<file path="src/rtl/fa_cache_pkg.sv">
package fa_cache_pkg;
  typedef enum logic [2:0] {
    ST_IDLE,
    ST_LOOKUP,
    ST_WBACK,
    ST_FILL,
    ST_RESP
  } cache_state_e;
endpackage

</file>
<file path="src/rtl/cache_lfsr.sv">
module cache_lfsr #(
  parameter int             W    = 16,
  parameter logic [W-1:0]   SEED = 16'hACE1
) (
  input  logic         clk_i,
  input  logic         rst_ni,
  output logic [W-1:0] value_o
);
  logic [W-1:0] s_q;
  logic         fb;

  assign fb      = s_q[W-1] ^ s_q[W-3] ^ s_q[W-4] ^ s_q[W-6];
  assign value_o = s_q;

  always_ff @(posedge clk_i or negedge rst_ni) begin
    if (!rst_ni) s_q <= SEED;
    else         s_q <= {s_q[W-2:0], fb};
  end


  lfsr_nonzero_chk: assert property (@(posedge clk_i) disable iff (!rst_ni)
    s_q != '0);
endmodule

</file>
<file path="src/rtl/cache_tag_match.sv">
module cache_tag_match #(
  parameter int LINES = 4,
  parameter int TAG_W = 6,
  parameter int IDX_W = $clog2(LINES)
) (
  input  logic                   clk_i,
  input  logic                   rst_ni,
  input  logic [LINES-1:0]       valid_i,
  input  logic [LINES*TAG_W-1:0] tags_i,
  input  logic [TAG_W-1:0]       tag_i,
  output logic                   hit_o,
  output logic [IDX_W-1:0]       hit_idx_o,
  output logic                   free_o,
  output logic [IDX_W-1:0]       free_idx_o
);
  logic [LINES-1:0] match;

  for (genvar g = 0; g < LINES; g++) begin : g_cmp
    assign match[g] = valid_i[g] && (tags_i[g*TAG_W +: TAG_W] == tag_i);
  end

  always_comb begin
    hit_o      = |match;
    free_o     = ~&valid_i;
    hit_idx_o  = '0;
    free_idx_o = '0;
    for (int i = LINES - 1; i >= 0; i--) begin
      if (match[i])    hit_idx_o  = IDX_W'(i);
      if (!valid_i[i]) free_idx_o = IDX_W'(i);
    end
  end


  dup_tag_chk: assert property (@(posedge clk_i) disable iff (!rst_ni)
    $onehot0(match));
endmodule

</file>
<file path="src/rtl/cache_port_arb.sv">
module cache_port_arb #(
  parameter int PORTS = 2,
  parameter int PID_W = (PORTS > 1) ? $clog2(PORTS) : 1
) (
  input  logic             clk_i,
  input  logic             rst_ni,
  input  logic             idle_i,
  input  logic [PORTS-1:0] valid_i,
  output logic [PORTS-1:0] grant_o,
  output logic [PID_W-1:0] grant_idx_o,
  output logic [PORTS-1:0] retry_o
);
  logic [PORTS-1:0] pend_q;

  always_comb begin
    grant_o     = '0;
    grant_idx_o = '0;
    if (idle_i) begin
      for (int i = PORTS - 1; i >= 0; i--) begin
        if (valid_i[i]) begin
          grant_o     = '0;
          grant_o[i]  = 1'b1;
          grant_idx_o = PID_W'(i);
        end
      end
    end
  end

  assign retry_o = idle_i ? pend_q : '0;

  always_ff @(posedge clk_i or negedge rst_ni) begin
    if (!rst_ni) pend_q <= '0;
    else         pend_q <= (idle_i ? '0 : pend_q) | (valid_i & ~grant_o);
  end


  grant_low_chk: assert property (@(posedge clk_i) disable iff (!rst_ni)
    (|grant_o) |-> ((valid_i & (grant_o - PORTS'(1))) == '0));

  retry_pulse_chk: assert property (@(posedge clk_i) disable iff (!rst_ni)
    (|retry_o) |=> ((retry_o & $past(retry_o) & ~$past(valid_i)) == '0));
endmodule

</file>
<file path="src/rtl/fa_wb_cache.sv">
module fa_wb_cache
  import fa_cache_pkg::*;
#(
  parameter int NUM_PORTS  = 2,
  parameter int ADDR_W     = 8,
  parameter int DATA_W     = 8,
  parameter int LINE_WORDS = 4,
  parameter int NUM_LINES  = 4,
  parameter int LOOKUP_LAT = 2,
  parameter int CNT_W      = 16,
  localparam int OFF_W     = $clog2(LINE_WORDS),
  localparam int TAG_W     = ADDR_W - OFF_W,
  localparam int LINE_W    = DATA_W * LINE_WORDS
) (
  input  logic                        clk_i,
  input  logic                        rst_ni,
  input  logic [NUM_PORTS-1:0]        req_valid_i,
  input  logic [NUM_PORTS-1:0]        req_write_i,
  input  logic [NUM_PORTS*ADDR_W-1:0] req_addr_i,
  input  logic [NUM_PORTS*DATA_W-1:0] req_wdata_i,
  output logic [NUM_PORTS-1:0]        req_accept_o,
  output logic [NUM_PORTS-1:0]        req_retry_o,
  output logic [NUM_PORTS-1:0]        rsp_valid_o,
  output logic                        rsp_hit_o,
  output logic [DATA_W-1:0]           rsp_rdata_o,
  output logic                        mem_req_o,
  output logic                        mem_write_o,
  output logic [TAG_W-1:0]            mem_addr_o,
  output logic [LINE_W-1:0]           mem_wdata_o,
  input  logic                        mem_ack_i,
  input  logic [LINE_W-1:0]           mem_rdata_i,
  output logic [CNT_W-1:0]            hit_count_o,
  output logic [CNT_W-1:0]            miss_count_o
);
  localparam int IDX_W = $clog2(NUM_LINES);
  localparam int PID_W = (NUM_PORTS > 1) ? $clog2(NUM_PORTS) : 1;
  localparam int LAT_W = $clog2(LOOKUP_LAT + 1);
  localparam int RND_W = 16;

  cache_state_e state_q;
  logic [LAT_W-1:0]  lat_q;
  logic [PID_W-1:0]  port_q;
  logic              write_q, hit_q;
  logic [TAG_W-1:0]  tag_q;
  logic [OFF_W-1:0]  off_q;
  logic [DATA_W-1:0] wdata_q;
  logic [IDX_W-1:0]  line_q;
  logic [CNT_W-1:0]  hit_cnt_q, miss_cnt_q;

  logic [NUM_LINES-1:0] valid_q, dirty_q;
  logic [TAG_W-1:0]     tag_arr  [NUM_LINES];
  logic [LINE_W-1:0]    data_arr [NUM_LINES];
  logic [NUM_LINES*TAG_W-1:0] tags_flat;

  logic              idle;
  logic [PID_W-1:0]  grant_idx;
  logic [ADDR_W-1:0] sel_addr;
  logic              lk_hit, lk_free;
  logic [IDX_W-1:0]  lk_hit_idx, lk_free_idx, victim;
  logic [RND_W-1:0]  rnd;
  logic              decide;

  for (genvar g = 0; g < NUM_LINES; g++) begin : g_tags
    assign tags_flat[g*TAG_W +: TAG_W] = tag_arr[g];
  end

  assign idle = (state_q == ST_IDLE);

  cache_port_arb #(.PORTS(NUM_PORTS), .PID_W(PID_W)) i_arb (
    .clk_i, .rst_ni,
    .idle_i      (idle),
    .valid_i     (req_valid_i),
    .grant_o     (req_accept_o),
    .grant_idx_o (grant_idx),
    .retry_o     (req_retry_o)
  );

  cache_tag_match #(.LINES(NUM_LINES), .TAG_W(TAG_W), .IDX_W(IDX_W)) i_match (
    .clk_i, .rst_ni,
    .valid_i    (valid_q),
    .tags_i     (tags_flat),
    .tag_i      (tag_q),
    .hit_o      (lk_hit),
    .hit_idx_o  (lk_hit_idx),
    .free_o     (lk_free),
    .free_idx_o (lk_free_idx)
  );

  cache_lfsr #(.W(RND_W)) i_lfsr (
    .clk_i, .rst_ni,
    .value_o (rnd)
  );

  assign sel_addr = req_addr_i[grant_idx*ADDR_W +: ADDR_W];
  assign victim   = lk_free ? lk_free_idx : IDX_W'(rnd % RND_W'(NUM_LINES));
  assign decide   = (state_q == ST_LOOKUP) && (lat_q == LAT_W'(LOOKUP_LAT - 1));

  always_ff @(posedge clk_i or negedge rst_ni) begin
    if (!rst_ni) begin
      state_q    <= ST_IDLE;
      lat_q      <= '0;
      port_q     <= '0;
      write_q    <= 1'b0;
      hit_q      <= 1'b0;
      tag_q      <= '0;
      off_q      <= '0;
      wdata_q    <= '0;
      line_q     <= '0;
      hit_cnt_q  <= '0;
      miss_cnt_q <= '0;
      valid_q    <= '0;
      dirty_q    <= '0;
    end else begin
      unique case (state_q)
        ST_IDLE: if (|req_accept_o) begin
          port_q  <= grant_idx;
          write_q <= req_write_i[grant_idx];
          tag_q   <= sel_addr[ADDR_W-1:OFF_W];
          off_q   <= sel_addr[OFF_W-1:0];
          wdata_q <= req_wdata_i[grant_idx*DATA_W +: DATA_W];
          lat_q   <= '0;
          state_q <= ST_LOOKUP;
        end
        ST_LOOKUP: begin
          if (decide) begin
            if (lk_hit) begin
              line_q  <= lk_hit_idx;
              hit_q   <= 1'b1;
              state_q <= ST_RESP;
            end else begin
              line_q  <= victim;
              hit_q   <= 1'b0;
              state_q <= (valid_q[victim] && dirty_q[victim]) ? ST_WBACK : ST_FILL;
            end
          end else begin
            lat_q <= lat_q + LAT_W'(1);
          end
        end
        ST_WBACK: if (mem_ack_i) state_q <= ST_FILL;
        ST_FILL: if (mem_ack_i) begin
          valid_q[line_q] <= 1'b1;
          dirty_q[line_q] <= 1'b0;
          state_q         <= ST_RESP;
        end
        ST_RESP: begin
          if (write_q) dirty_q[line_q] <= 1'b1;
          if (hit_q) hit_cnt_q  <= hit_cnt_q + CNT_W'(1);
          else       miss_cnt_q <= miss_cnt_q + CNT_W'(1);
          state_q <= ST_IDLE;
        end
        default: state_q <= ST_IDLE;
      endcase
    end
  end

  // line storage, no reset needed: valid bits gate every use
  always_ff @(posedge clk_i) begin
    if (state_q == ST_FILL && mem_ack_i) begin
      data_arr[line_q] <= mem_rdata_i;
      tag_arr[line_q]  <= tag_q;
    end else if (state_q == ST_RESP && write_q) begin
      data_arr[line_q][off_q*DATA_W +: DATA_W] <= wdata_q;
    end
  end

  always_comb begin
    rsp_valid_o = '0;
    if (state_q == ST_RESP) rsp_valid_o[port_q] = 1'b1;
  end

  assign rsp_hit_o    = hit_q;
  assign rsp_rdata_o  = data_arr[line_q][off_q*DATA_W +: DATA_W];
  assign mem_req_o    = (state_q == ST_WBACK) || (state_q == ST_FILL);
  assign mem_write_o  = (state_q == ST_WBACK);
  assign mem_addr_o   = (state_q == ST_WBACK) ? tag_arr[line_q] : tag_q;
  assign mem_wdata_o  = data_arr[line_q];
  assign hit_count_o  = hit_cnt_q;
  assign miss_count_o = miss_cnt_q;

  logic [CNT_W-1:0] cnt_sum;
  assign cnt_sum = hit_cnt_q + miss_cnt_q;


  one_in_flight_chk: assert property (@(posedge clk_i) disable iff (!rst_ni)
    (|req_accept_o) |=> (req_accept_o == '0));

  rsp_onehot_chk: assert property (@(posedge clk_i) disable iff (!rst_ni)
    $onehot0(rsp_valid_o));

  count_step_chk: assert property (@(posedge clk_i) disable iff (!rst_ni)
    (|rsp_valid_o) |=> (cnt_sum == $past(cnt_sum) + CNT_W'(1)));

  mem_hold_chk: assert property (@(posedge clk_i) disable iff (!rst_ni)
    (mem_req_o && !mem_ack_i) |=> (mem_req_o && $stable(mem_addr_o) && $stable(mem_write_o)));

  wb_then_fill_chk: assert property (@(posedge clk_i) disable iff (!rst_ni)
    (mem_req_o && mem_write_o && mem_ack_i) |=> (mem_req_o && !mem_write_o));
endmodule

</file>
<file path="config.mk">
export PLATFORM = sky130hd
export DESIGN_NAME = fa_wb_cache
export DESIGN_NICKNAME = d
export VERILOG_FILES = /design/src/rtl/fa_cache_pkg.sv /design/src/rtl/cache_lfsr.sv /design/src/rtl/cache_tag_match.sv /design/src/rtl/cache_port_arb.sv /design/src/rtl/fa_wb_cache.sv
export SDC_FILE = /design/constraint.sdc
export NUM_CORES = 1
export LEC_CHECK = 0
export ABC_CLOCK_PERIOD_IN_PS = 6400
export BUFFER_PORTS_ARGS = -buffer_cell sky130_fd_sc_hd__buf_2
export CAP_MARGIN = 20
export CORE_MARGIN = 4
export CORE_UTILIZATION = 45
export DETAILED_ROUTE_END_ITERATION = 8
export GPL_ROUTABILITY_DRIVEN = 0
export GPL_TIMING_DRIVEN = 0
export HOLD_SLACK_MARGIN = 0.1
export PLACE_DENSITY_LB_ADDON = 0.25
export SLEW_MARGIN = 20
export SYNTH_ARGS = -nofsm -noshare
export SYNTH_HDL_FRONTEND = slang
export SYNTH_SLANG_ARGS = --single-unit
</file>
<file path="constraint.sdc">
create_clock -name clk_i -period 6.4 [get_ports clk_i]
set_input_delay 0.32 -clock clk_i [delete_from_list [all_inputs] [get_ports clk_i]]
set_output_delay 0.32 -clock clk_i [all_outputs]
set_load 0.005 [all_outputs]
</file>
==> impl_metrics.py <==
metrics = {
    "logic_synthesis": {
        "async_flop_share": 0.3559,
        "synthTopCellsByArea": "edfxtp_1, dfrtp_1, mux4_1",
        "synth.cell_area_um2": 10380,
        "synth_area_leader_cell": "edfxtp_1",
        "synth_top_cell_area_share": 0.4398,
        "synth_edf_count": 152,
        "ys_seq_elements": 236,
        "netlist_instances": 719,
        "yosysUniqueCellTypes": 53,
        "avgSynthCellArea_um2": 14.43,
        "yosysMostFrequentCell": "edfxtp_1",
        "syn_nets": 798,
        "synth_common_cells": "edfxtp_1, nand2_1, dfrtp_1, o21ai_0, nor2_1",
        "ys.flop_type": "edfxtp_1",
        "yosys_warnings": 0,
        "ys_seq_area_frac": 0.6434,
    },
    "sta": {
        "setup_violations": 0,
        "setup_tns_ns": 0,
        "finalMaxSlewViolations": 0,
        "tightest_slew_ns": 1.080,
        "finalHoldViolCount": 0,
        "fin_crit_sh": 0.4836,
        "max_freq_mhz": 323.1,
        "maxSlewHeadroom": 0.2745,
        "hold_slack_ns": 0.1176,
        "rsz0062_at_grt": "false",
        "min_period_ns": 3.095,
        "fin_worst_skew_ns": 0.01520,
    },
    "grt": {
        "grt_overflow": 0,
        "antenna_found_initial": 2,
        "grt_pass1_wl_mm": 38.99,
        "grt_start_max_net_pins": 50,
        "first_global_vias": 6588,
        "grt_use_total": 0.1960,
    },
    "detailed_routing": {
        "detail_route.first_pass.iterations": 5,
        "via_per_inst": 5.568,
        "detail_route.drc_violations": 0,
        "ant_nets": 0,
        "vias": 6788,
        "routed_wl_mm": 25.58,
        "wl_per_cell_um": 20.99,
        "drtIter0Drc": 486,
    },
    "floorplanning": {
        "core_area_um2": 22640,
        "rows": 55,
        "die_y_um": 159.9,
        "initial_core_util": 0.4584,
        "dieWidth_um": 159.9,
        "pin_count": 158,
        "fp.dieArea_um2": 25560,
    },
    "worst_setup_path": {
        "r2r_start": "off_q[0]",
        "crit_end": "rsp_rdata_o[7]",
        "cp_max_fo": 10,
        "path_delay_family": "multiplexers",
        "path_cells": "buf_2 > clkbuf_1 > mux4_1 > mux4_2 > buf_2",
        "reg2reg_slack_ns": 3.41,
        "slowest_stage": "clkbuf_1",
        "cpMostUsedCell": "buf_2",
        "arrival_ns": 2.78,
        "ff2ff_path_depth": 6,
        "critPathMaxStageDelay_ns": 0.56,
        "critical_path_depth": 5,
        "cp-start-kind": "register",
        "path_class": "reg -> out",
        "timing.rr.end": "data_arr[3][31]",
        "path_buf_inv": 3,
        "setup.worst_path.start": "line_q[1]",
        "end_kind": "output pin",
        "cp.required_ns": 6.08,
    },
    "layout": {
        "fin_cells": 1219,
        "final_layout_size_suffix_gt1_frac": 0.2901,
        "fillers": 1838,
        "area_growth_pct": 20.62,
        "postLayoutCellArea_um2": 12520,
        "finalNetCount": 994,
        "diodes": 0,
        "fin_util": 0.5529,
    },
    "pwr": {
        "power_density_nw_per_um2": 409.8,
        "vdd_drop_max_mv": 0.1944,
        "power_leakage_nw": 5.039,
    },
    "placement": {
        "dp.cells": 1162,
        "dpl_cell_area_um2": 11550,
        "numPortBuffers": 157,
        "dp_hpwl_mm": 18.23,
    },
    "run": {
        "cap_violations": 0,
    },
    "cts": {
        "cts.htree.levels": 1,
        "path_clk_slew_ns": 0.06,
        "insertion_delay_ns": 0.52,
        "cts_buffers": 25,
        "clk_path_buf_depth": 3,
        "cts.sinks": 236,
        "cts_tree": "built",
        "root_buffer": "clkbuf_16",
    },
    "outcome": {
        "status": "finished clean",
    },
    "hold_path": {
        "worst_hold_path_type": "in -> reg",
        "hold_start": "mem_ack_i",
    },
}
area by class of cell:
type / count / area [um2] / area share
inverters: 10 / 37.54 / 0.002999
well taps: 285 / 356.6 / 0.02849
plain buffers: 34 / 196.4 / 0.01569
clock buffers: 27 / 640.6 / 0.05118
repair buffers: 169 / 925.9 / 0.07397
multi-input cells: 439 / 3472 / 0.2774
flip-flops and latches: 236 / 6676 / 0.5334
clock inverters: 19 / 211.5 / 0.01689
tightest hold or removal path: stages:
cell and delay, ns:
buf_2 0.09, nand2_1 0.05, nand2_1 0.05, o21ai_0 0.07
what timing repair did:
action / CTS / global route
endpoints found under the hold margin: 44 / 0
resized for setup: 0 / 0
setup buffers: 0 / 0
hold buffers: 11 / 0
layer usage:
| layer | vias to the layer above | part of all wire | global-route usage | wire (um) |
|---|---|---|---|---|
| met3 | 37 | 0.079 | 0.04000 | 2015 |
| met4 | 4 | 0.019 | 0.04654 | 495 |
| met2 | 285 | 0.46 | 0.3077 | 11820 |
| li1 | 3096 | - | - | - |
| met1 | 3366 | 0.44 | 0.2856 | 11240 |
| met5 | - | 0.00082 | 0 | 21 |
power breakdown:
group          leakage (nW)  total [mW]  internal [mW]  switching (mW)
clock network         0.425        1.49          0.892           0.601
logic                  2.18        1.62          0.740           0.877
registers              2.43        2.02           1.83           0.195
cell usage in the layout (no fill, tap or decap), drive strengths merged, types with 6 or more instances in the layout:
| cell type | Yosys | layout |
|---|---|---|
| buf | 20 | 178 |
| dlygate4sd3 | 0 | 11 |
| a21oi | 23 | 23 |
| nand3 | 15 | 15 |
| nor2 | 40 | 40 |
| clkbuf | 14 | 41 |
| xnor2 | 39 | 39 |
| inv | 10 | 13 |
| ha | 8 | 8 |
| xor2 | 18 | 18 |
| nand2 | 101 | 101 |
| mux4 | 46 | 46 |
| dfstp | 8 | 8 |
| dfrtp | 76 | 76 |
| nand4 | 9 | 9 |
| o22ai | 17 | 17 |
| edfxtp | 152 | 152 |
| clkinv | 0 | 10 |
| mux2 | 9 | 9 |
| a31oi | 6 | 6 |
| and2 | 8 | 8 |
| o21ai | 48 | 48 |
registers in the layout (all words and copies together), names as in the netlist, 2 cells and up, named ones only:
name	cells
i_lfsr.value_o	16
line_q	2
miss_count_o	16
lat_q	2
state_q	3
off_q	2
wdata_q	8
valid_q	4
hit_count_o	16
data_arr	128
tag_q	6
tag_arr	24
i_arb.pend_q	2
worst min-delay path by stage:
stage | to | cells after the start | slack [ns]
floorplan | async pin | 0 | 0.02
global placement | i_lfsr.value_o[9] | 0 | 0.34
detailed placement | miss_count_o[13] | 1 | 0.33
CTS | wdata_q[4] | 3 | 0.10
global route | off_q[1] | 3 | 0.12
finish | state_q[1] | 4 | 0.12
kinds of logic after synthesis:
logic type                 synth area share
AOI/OAI and AO/OA                   0.05510
and+or+nand+nor                     0.09862
buffers and inverters               0.02255
DFF                                  0.6434
muxes                                0.1226
adders and majority gates          0.009646
xor gates and xnor gates            0.04811
through the flow:
step,power [mW],setup slack [ns]
floorplan,3.011,4.281
global placement,3.630,3.559
detailed placement,3.654,3.490
CTS,5.156,3.271
global route,5.393,3.131
finish,5.130,3.305
(Power assumes the default switching activity.)
